**src/rtl/uart_host_regs_pkg.sv**
```systemverilog
package uart_host_regs_pkg;

    parameter int DW = 8;
    parameter int AW = 3;
    localparam int DIV_W   = 2 * DW;
    localparam int IRQ_W   = DW / 2;

    localparam logic [AW-1:0] A_DATA = 3'd0;
    localparam logic [AW-1:0] A_IER  = 3'd1;
    localparam logic [AW-1:0] A_FCR  = 3'd2;
    localparam logic [AW-1:0] A_LCR  = 3'd3;
    localparam logic [AW-1:0] A_MCR  = 3'd4;
    localparam logic [AW-1:0] A_LSR  = 3'd5;
    localparam logic [AW-1:0] A_MSR  = 3'd6;
    localparam logic [AW-1:0] A_SPR  = 3'd7;

    localparam logic [DW-1:0] IER_KEEP = 8'h2F;
    localparam logic [DW-1:0] MCR_KEEP = 8'h9F;
    localparam logic [DW-1:0] SPR_INIT = 8'hFF;
    localparam int            BANK_BIT = 7;

    typedef struct packed {
        logic thr;
        logic ier;
        logic fcr;
        logic lcr;
        logic mcr;
        logic spr;
        logic dll;
        logic dlm;
    } wsel_t;

    typedef enum logic [3:0] {
        RS_RHR, RS_IER, RS_ISR, RS_LCR, RS_MCR,
        RS_LSR, RS_MSR, RS_SPR, RS_DLL, RS_DLM
    } rsel_t;

    typedef struct packed {
        logic [DW-1:0]    ier;
        logic             fifo_en;
        logic             dma;
        logic [1:0]       trig;
        logic [DW-1:0]    lcr;
        logic [DW-1:0]    mcr;
        logic [DW-1:0]    spr;
        logic [DIV_W-1:0] div;
        logic [DW-1:0]    rdata;
        logic [DW-1:0]    txd;
        logic             push;
        logic             pop;
        logic             rxrst;
        logic             txrst;
    } state_t;

endpackage

```
**src/rtl/uart_reg_decode.sv**
```systemverilog
module uart_reg_decode
    import uart_host_regs_pkg::*;
(
    input  logic          sel,
    input  logic          rd,
    input  logic          wr,
    input  logic [AW-1:0] addr,
    input  logic          bank,
    output wsel_t         wsel,
    output rsel_t         rsel,
    output logic          rd_hit
);

    always_comb begin
        wsel   = '0;
        rd_hit = sel && rd;
        unique case (addr)
            A_DATA:  rsel = bank ? RS_DLL : RS_RHR;
            A_IER:   rsel = bank ? RS_DLM : RS_IER;
            A_FCR:   rsel = RS_ISR;
            A_LCR:   rsel = RS_LCR;
            A_MCR:   rsel = RS_MCR;
            A_LSR:   rsel = RS_LSR;
            A_MSR:   rsel = RS_MSR;
            default: rsel = RS_SPR;
        endcase
        if (sel && wr) begin
            unique case (addr)
                A_DATA:  begin wsel.dll = bank; wsel.thr = !bank; end
                A_IER:   begin wsel.dlm = bank; wsel.ier = !bank; end
                A_FCR:   wsel.fcr = 1'b1;
                A_LCR:   wsel.lcr = 1'b1;
                A_MCR:   wsel.mcr = 1'b1;
                A_SPR:   wsel.spr = 1'b1;
                default: wsel = '0;
            endcase
        end
    end

endmodule

```
**src/rtl/uart_reg_rdmux.sv**
```systemverilog
module uart_reg_rdmux
    import uart_host_regs_pkg::*;
(
    input  rsel_t            rsel,
    input  logic [DW-1:0]    rx_data,
    input  logic [DW-1:0]    ier,
    input  logic             fifo_en,
    input  logic [IRQ_W-1:0] irq_id,
    input  logic [DW-1:0]    lcr,
    input  logic [DW-1:0]    mcr,
    input  logic [DW-1:0]    lsr_in,
    input  logic [DW-1:0]    msr_in,
    input  logic [DW-1:0]    spr,
    input  logic [DIV_W-1:0] div,
    output logic [DW-1:0]    rbyte
);

    logic [DW-1:0] isr_byte;

    always_comb begin
        isr_byte = {fifo_en, fifo_en, 2'b00, irq_id};
        unique case (rsel)
            RS_RHR:  rbyte = rx_data;
            RS_IER:  rbyte = ier;
            RS_ISR:  rbyte = isr_byte;
            RS_LCR:  rbyte = lcr;
            RS_MCR:  rbyte = mcr;
            RS_LSR:  rbyte = lsr_in;
            RS_MSR:  rbyte = msr_in;
            RS_SPR:  rbyte = spr;
            RS_DLL:  rbyte = div[DW-1:0];
            RS_DLM:  rbyte = div[DIV_W-1:DW];
            default: rbyte = '0;
        endcase
    end

endmodule

```
**src/rtl/uart_host_regs.sv**
```systemverilog
module uart_host_regs
    import uart_host_regs_pkg::*;
(
    input  logic             clk,
    input  logic             rst_n,
    input  logic             cs_n,
    input  logic             rd_stb,
    input  logic             wr_stb,
    input  logic [AW-1:0]    addr,
    input  logic [DW-1:0]    wdata,
    output logic [DW-1:0]    rdata,
    input  logic [DW-1:0]    rx_data,
    output logic             rx_pop,
    output logic [DW-1:0]    tx_data,
    output logic             tx_push,
    input  logic [IRQ_W-1:0] irq_id,
    input  logic [DW-1:0]    lsr_in,
    input  logic [DW-1:0]    msr_in,
    output logic [DW-1:0]    ier_o,
    output logic             fifo_en_o,
    output logic             dma_mode_o,
    output logic [1:0]       rx_trig_o,
    output logic             rx_fifo_rst_o,
    output logic             tx_fifo_rst_o,
    output logic [1:0]       word_len_o,
    output logic             stop_bits_o,
    output logic             par_en_o,
    output logic             par_even_o,
    output logic             par_stick_o,
    output logic             brk_o,
    output logic [DIV_W-1:0] divisor_o,
    output logic             dtr_o,
    output logic             rts_o,
    output logic             aux_o,
    output logic             irq_oe_o,
    output logic             loop_o,
    output logic             pwrdn_o
);

    state_t        st_d, st_q;
    wsel_t         wsel;
    rsel_t         rsel;
    logic          rd_hit;
    logic [DW-1:0] rbyte;
    logic          dlab_q;
    logic [DW-1:0] lcr_q;

    assign dlab_q = st_q.lcr[BANK_BIT];
    assign lcr_q  = st_q.lcr;

    uart_reg_decode i_decode (
        .sel    (!cs_n),
        .rd     (rd_stb),
        .wr     (wr_stb),
        .addr   (addr),
        .bank   (dlab_q),
        .wsel   (wsel),
        .rsel   (rsel),
        .rd_hit (rd_hit)
    );

    uart_reg_rdmux i_rdmux (
        .rsel    (rsel),
        .rx_data (rx_data),
        .ier     (st_q.ier),
        .fifo_en (st_q.fifo_en),
        .irq_id  (irq_id),
        .lcr     (st_q.lcr),
        .mcr     (st_q.mcr),
        .lsr_in  (lsr_in),
        .msr_in  (msr_in),
        .spr     (st_q.spr),
        .div     (st_q.div),
        .rbyte   (rbyte)
    );

    always_comb begin
        st_d       = st_q;
        st_d.push  = 1'b0;
        st_d.pop   = 1'b0;
        st_d.rxrst = 1'b0;
        st_d.txrst = 1'b0;
        if (wsel.thr) begin
            st_d.txd  = wdata;
            st_d.push = 1'b1;
        end
        if (wsel.ier) st_d.ier = wdata & IER_KEEP;
        if (wsel.fcr) begin
            st_d.fifo_en = wdata[0];
            st_d.rxrst   = wdata[1];
            st_d.txrst   = wdata[2];
            st_d.dma     = wdata[3];
            st_d.trig    = wdata[7:6];
        end
        if (wsel.lcr) st_d.lcr = wdata;
        if (wsel.mcr) st_d.mcr = wdata & MCR_KEEP;
        if (wsel.spr) st_d.spr = wdata;
        if (wsel.dll) st_d.div[DW-1:0]     = wdata;
        if (wsel.dlm) st_d.div[DIV_W-1:DW] = wdata;
        if (rd_hit) begin
            st_d.rdata = rbyte;
            st_d.pop   = (rsel == RS_RHR);
        end
    end

    always_ff @(posedge clk or negedge rst_n) begin
        if (!rst_n) begin
            st_q     <= '0;
            st_q.spr <= SPR_INIT;
        end else begin
            st_q <= st_d;
        end
    end

    assign rdata         = st_q.rdata;
    assign rx_pop        = st_q.pop;
    assign tx_data       = st_q.txd;
    assign tx_push       = st_q.push;
    assign ier_o         = st_q.ier;
    assign fifo_en_o     = st_q.fifo_en;
    assign dma_mode_o    = st_q.dma;
    assign rx_trig_o     = st_q.trig;
    assign rx_fifo_rst_o = st_q.rxrst;
    assign tx_fifo_rst_o = st_q.txrst;
    assign word_len_o    = st_q.lcr[1:0];
    assign stop_bits_o   = st_q.lcr[2];
    assign par_en_o      = st_q.lcr[3];
    assign par_even_o    = st_q.lcr[4];
    assign par_stick_o   = st_q.lcr[5];
    assign brk_o         = st_q.lcr[6];
    assign divisor_o     = st_q.div;
    assign dtr_o         = st_q.mcr[0];
    assign rts_o         = st_q.mcr[1];
    assign aux_o         = st_q.mcr[2];
    assign irq_oe_o      = st_q.mcr[3];
    assign loop_o        = st_q.mcr[4];
    assign pwrdn_o       = st_q.mcr[7];

endmodule

```
**config.mk**
```make
export PLATFORM = sky130hd
export DESIGN_NAME = uart_host_regs
export DESIGN_NICKNAME = d
export VERILOG_FILES = /design/src/rtl/uart_host_regs_pkg.sv /design/src/rtl/uart_reg_decode.sv /design/src/rtl/uart_reg_rdmux.sv /design/src/rtl/uart_host_regs.sv
export SDC_FILE = /design/constraint.sdc
export NUM_CORES = 1
export LEC_CHECK = 0
export ABC_AREA = 1
export BUFFER_PORTS_ARGS = -buffer_cell sky130_fd_sc_hd__clkbuf_2
export CAP_MARGIN = 5
export CELL_PAD_IN_SITES_DETAIL_PLACEMENT = 1
export CELL_PAD_IN_SITES_GLOBAL_PLACEMENT = 1
export CORE_UTILIZATION = 40
export CTS_CLUSTER_DIAMETER = 60
export DETAILED_ROUTE_END_ITERATION = 10
export PLACE_DENSITY = 0.81
export RECOVER_POWER = 50
export SLEW_MARGIN = 20
export SYNTH_ARGS = -nofsm -noshare
export SYNTH_HDL_FRONTEND = slang
export SYNTH_SLANG_ARGS = --single-unit
```
**constraint.sdc**
```tcl
create_clock -name clk -period 2.8 [get_ports clk]
set_clock_uncertainty 0.2 [all_clocks]
set_input_delay 0.42 -clock clk [delete_from_list [all_inputs] [get_ports clk]]
set_output_delay 0.42 -clock clk [all_outputs]
set_load 0.02 [all_outputs]
```
* Word level (Yosys, flattened, before mapping) *
Cells that the tools add are included.
Widths: inputs -> output; s select.

storage, ports and cells
  flip-flop bits (word level) = 67
  input port bits = 44
  output and inout port bits = 61
  word-level logic and storage cells = 53

operators by class
  equality and inequality tests = 16
  mux-type cells = 16
  reduce and logical (&&, ||, !) cells = 6

operators with widths
  cell                number
  $pmux 8 s10         1
  $pmux 4 s7          1
  $eq 4x3->1 const B  4
  $eq 3x3->1 const B  4
  $mux 1              10
  $eq 4x2->1 const B  2
  $eq 4x4->1 const B  2
  $mux 4              2
  $mux 8              1
  $eq 3x2->1 const B  2
  $eq 4x1->1 const B  1
  $logic_not 4->1     1
  $eq 3x1->1 const B  1
  $logic_not 3->1     1
  $logic_and 1x1->1   2
  $logic_not 1->1     2
  $mux 2              1

* Logic depth before layout (Yosys ltp) *
  depth in word-level cells = 4
  gate-level depth with buffers = 9
  depth with buffers taken out = 8

* Hierarchy *
From an unflattened synthesis, not the netlist that was laid out.

second synthesis, totals
  cells, all modules = 529
  area, all modules = 3863.7 sq um

modules (own cells, without submodules)
  module           instances  cells an instance  area each (sq um)
  uart_host_regs   1          325                2937.8
  uart_reg_rdmux   1          176                810.8
  uart_reg_decode  1          28                 115.1

* Worst setup path after synthesis *
No wires, ideal clock.

  kind = input-to-reg
  start point = input port addr[1]
  end point = register st_q (netlist bit aux_o)
  setup time = 123 ps
  arrival time = 1198 ps
  setup slack = 1278 ps
  stages on the path = 7
  path buffers = 3
  cells stage by stage = buf_6 nor2_8 buf_6 nand3_2 buf_4 nand2_1 o21ai_2

on the way
  word-level cells in the longest chain between the ends = 3

RTL lines
  item                    RTL line               RTL
  start: declaration      uart_host_regs.sv:9    input logic [AW-1:0] addr,
  $eq 3x3->1              uart_reg_decode.sv:28  unique case (addr)
  $mux 1                  uart_reg_decode.sv:28
  $mux 8                  uart_reg_decode.sv:27  if (sel && wr) begin
  end signal: assignment  uart_host_regs.sv:111  st_q <= st_d;
  end: declaration        uart_host_regs.sv:40   state_t st_d, st_q;

No other way between the ends.
A chain may end at the register's enable or synchronous reset.

* Final worst setup path *
  start point = input port addr[2]
  end point = register st_q (netlist bit divisor_o[6])

on the way
  word-level cells in the longest chain between the ends = 3

RTL lines
  item             RTL line
  $logic_not 3->1  uart_reg_decode.sv:28
  $mux 1           uart_reg_decode.sv:28
  $mux 8           uart_reg_decode.sv:27

No other way between the ends.

==> results.rst <==
.. list-table::
   :header-rows: 1

   * - Metric
     - Value
   * - Commonest cells in the synthesized netlist
     - nand2_1 (82), dfrtp_1 (59), nor2_1 (54)
   * - Pin count of the biggest net entering global routing
     - 68
   * - CP startpoint kind
     - input port
   * - Share of power burned in combinational logic
     - 26.4%
   * - Setup repair after global routing missed its margin
     - false
   * - Worst hold path type
     - in -> reg
   * - Number of gates resized after cts
     - 0
   * - Outcome
     - finished, violations left
   * - Avg WL per Cell
     - between 15 and 20 um
   * - Count of warnings emitted by yosys
     - 0
   * - Total negative slack
     - 0 ns
   * - Synthesized netlist cell count
     - 405
   * - Clock tree from TritonCTS
     - done
   * - Hold_ws
     - 0.1168 ns
   * - Fraction of final layout cells sized beyond drive strength 1
     - between 20% and 30%
   * - Time the worst path needs with I/O delays and setup
     - 1.982 ns
   * - Total count of max-transition violations in the final report
     - 68
   * - Clock-pin slew on the worst setup and hold paths
     - ~0.08 ns
   * - Highest-utilization routing layer at the global route stage
     - met2
   * - Share of the cycle needed by the critical path after routing
     - 70.80%
   * - Met2 Resource Use GR
     - 41.67%
   * - Syn Area/Cell
     - 8.542 um^2
   * - Share of the synthesized area in the top cell type
     - 42.68%
   * - Global Route met1 Usage
     - approximately a third
   * - Via count of the first global-routing pass
     - 3,276
   * - ANT nets after route
     - 0
   * - Clock root buffer master
     - clkbuf_8
   * - Aggregate global routing overflow
     - 0
   * - Final weighted congestion in routability-driven placement
     - 0.8398
   * - Sequential-to-total area share from yosys stat
     - 48.75%
   * - Antenna diode count
     - 0
   * - Most instantiated library cell after synthesis
     - nand2_1
   * - Max_slew headroom
     - -11.47%
   * - Total setup violations reported at the end of the flow
     - 0
   * - Rows
     - 33
   * - Number of levels in the clock H-tree
     - 3
   * - Internal power component
     - 1.928 mW
   * - Post-synth top area cell
     - dfrtp_1
   * - Number of vias in the routed layout
     - 3,201
   * - DRT iter0 DRCs
     - ~220
   * - Worst-case setup margin in the final layout
     - 0.8177 ns
   * - Design Power
     - 3.057 mW
   * - Post-synthesis register bit count
     - 67
   * - Number of I/O pins
     - 105
   * - Switching portion of total power
     - 36.91%
   * - Leading post-synthesis cells by cell area
     - dfrtp_1 (43%), nand2_1 (8.9%), dfstp_2 (6.1%)
   * - Arrival time worst endpoint
     - roughly 2.1 ns
   * - Switching pwr
     - between 1 and 1.5 mW
   * - Chip width
     - 95 um
   * - Number of hold buffers added after CTS
     - 0
   * - Final Hold Vio Count
     - 0
   * - Wire length of the first global-routing pass
     - ~17 mm
   * - Std-Cell Core Area
     - 8299 um^2
   * - Die H
     - 95 um
   * - Clock Latency Late Sink
     - 0.36 ns
   * - Effective utilization at floorplan
     - 41.69%
   * - Worst vdd rail ir drop
     - 0.0003504 V
   * - Max-capacitance violation count
     - 1
   * - Achievable clock frequency
     - 0.5045 GHz
   * - Measured slew at the worst slew-check pin
     - about 1.7 ns
   * - Post-CTS setup buffer count
     - 0
   * - Inserted Clock Buffers
     - 9
   * - Place WS
     - 0.5023 ns
   * - Total track usage
     - 25.42%
   * - Number of clock sinks
     - 67
   * - Final HPWL DP
     - 7.711 mm
   * - Critical path peak fanout
     - 26
   * - Type of destination of the critical path
     - flip-flop
   * - Endpoint required time on the critical path
     - 2.88 ns
   * - Number of buffers on the longest clock path
     - 2
   * - Post-route DRC
     - 0
   * - Fraction of power consumed by the clock network
     - 29.7%
   * - Power density over the cells
     - around 740 nW/um^2
   * - Crit path kind
     - in -> reg
   * - Count of input and output buffers
     - slightly above 100
   * - Mapped Area
     - 3460 um^2
   * - Ys flop type
     - dfrtp_1
   * - Met3 capacity usage during global routing
     - under 10%
   * - Final wirelength
     - roughly 11 mm
   * - Per-cell via count in the routed design
     - around 5.3
   * - Leakage power total
     - 2.064 nW
   * - Post-synth EDFFs
     - 0
   * - Area Growth Syn to Fin
     - 19.02%
   * - First-pass iteration count of the detailed router
     - 4
   * - Sequential power share
     - 43.9%
   * - Initial antenna violation count
     - 0
   * - Violations in the final reports
     - max-capacitance violations, max-slew violations
   * - Cell variety after synth
     - 25
   * - Proportion of synthesized flip-flops having asynchronous set or reset
     - 100.0%
   * - Area of the die
     - 9025 um^2
   * - Number of nets in the finished design
     - 542
-- registers in the layout, indices dropped and copies added, names as in the netlist, 2 cells and up --
| name | count |
|---|---|
| divisor_o | 16 |
| ier_o | 5 |
| lcr_q | 8 |
| rdata | 8 |
| rx_trig_o | 2 |
| st_q | 8 |
| tx_data | 8 |
-- final cells by class --
| cell class | count | area [um^2] |
|---|---|---|
| fill | 1072 | 4182 |
| sequential | 67 | 1687 |
| multi-input combinational | 282 | 1463 |
| timing repair buffer | 104 | 491.7 |
| tap | 105 | 131.4 |
| inverter | 34 | 128.9 |
| clock buffer | 10 | 127.6 |
| clock inverter | 6 | 88.84 |
-- layer usage --
metal,share of wire (%),wire [um]
met2,48,5171
met1,46,4927
met3,3.8,411
met5,0,0
met4,1.7,184
-- logic make-up (layout without fill, tap and decap cells) --
family	after synthesis	count (layout)	share of synthesized area, %
buf+inv	58	154	9.186
other cells	1	3	0.1084
compound gates	63	63	11.07
simple gates	216	216	30.89
flops	67	67	48.75
-- power by group through the flow --
stage               sequential [mW]  clock, mW  combinational (mW)
floorplan                      1.52          0               0.328
global placement               1.35          0               0.803
detailed placement             1.36          0               0.833
CTS                            1.34      0.907               0.838
global route                   1.36      0.944               0.888
finish                         1.34      0.907               0.808
-- stage by stage --
| stage | instance area [um^2] | cells | util [%] |
|---|---|---|---|
| finish | 4118 | 608 | 49.62 |
| floorplan | 3467 | 407 | - |
| global route | 4118 | 608 | 49.62 |
| global placement | 3939 | 592 | 47.46 |
| CTS | 4155 | 608 | 50.07 |
| detailed placement | 3939 | 592 | 47.46 |
-- cells in the final DEF, fill, tap and decap left out --
| master | Yosys | routed |
|---|---|---|
| nor2_2 | 1 | 1 |
| dfrtp_1 | 59 | 59 |
| buf_4 | 7 | 2 |
| conb_1 | 1 | 3 |
| nand3_2 | 3 | 3 |
| clkbuf_8 | 0 | 9 |
| nor2_8 | 2 | 2 |
| nand2_1 | 82 | 82 |
| bufinv_16 | 0 | 2 |
| inv_1 | 29 | 29 |
| nand3_4 | 2 | 2 |
| clkinvlp_2 | 0 | 1 |
| inv_2 | 4 | 4 |
| nor2_4 | 5 | 5 |
| a21oi_1 | 18 | 18 |
| a21oi_2 | 4 | 4 |
| nand3_1 | 31 | 31 |
| nand2_2 | 4 | 4 |
| o21ai_0 | 24 | 24 |
| clkinv_2 | 0 | 1 |
| nand2_4 | 2 | 2 |
| o21ai_2 | 14 | 14 |
| o21ai_1 | 3 | 3 |
| clkinvlp_4 | 0 | 2 |
| clkbuf_1 | 0 | 28 |
| inv_6 | 0 | 1 |
| clkbuf_2 | 0 | 75 |
| nor2_1 | 54 | 54 |
| dfstp_2 | 8 | 8 |
| nand4_1 | 30 | 30 |
-- worst max-delay path, stage by stage --
cell and delay, ns:
clkbuf_2 0.38, inv_2 0.51, nand3_2 0.19, nor2_4 0.33, nor2_1 0.10, a21oi_2 0.11
-- path summary, 6_finish.rpt --
| path | from | to | slack, ns | cells past startpoint |
|---|---|---|---|---|
| setup reg to reg | lcr_q[7] | tx_data[7] | 1.10 | 5 |
| hold / removal | wdata[7] | divisor_o[7] | 0.12 | 3 |
| hold reg to reg | st_q[40] | st_q[40] | 0.29 | 2 |
| min in group asynchronous | rst_n | rx_fifo_rst_o | 0.38 | 2 |
| setup / recovery | addr[2] | divisor_o[6] | 0.82 | 6 |
| max in group asynchronous | rst_n | tx_data[7] | 1.03 | 2 |
(Power assumes the default switching activity.)
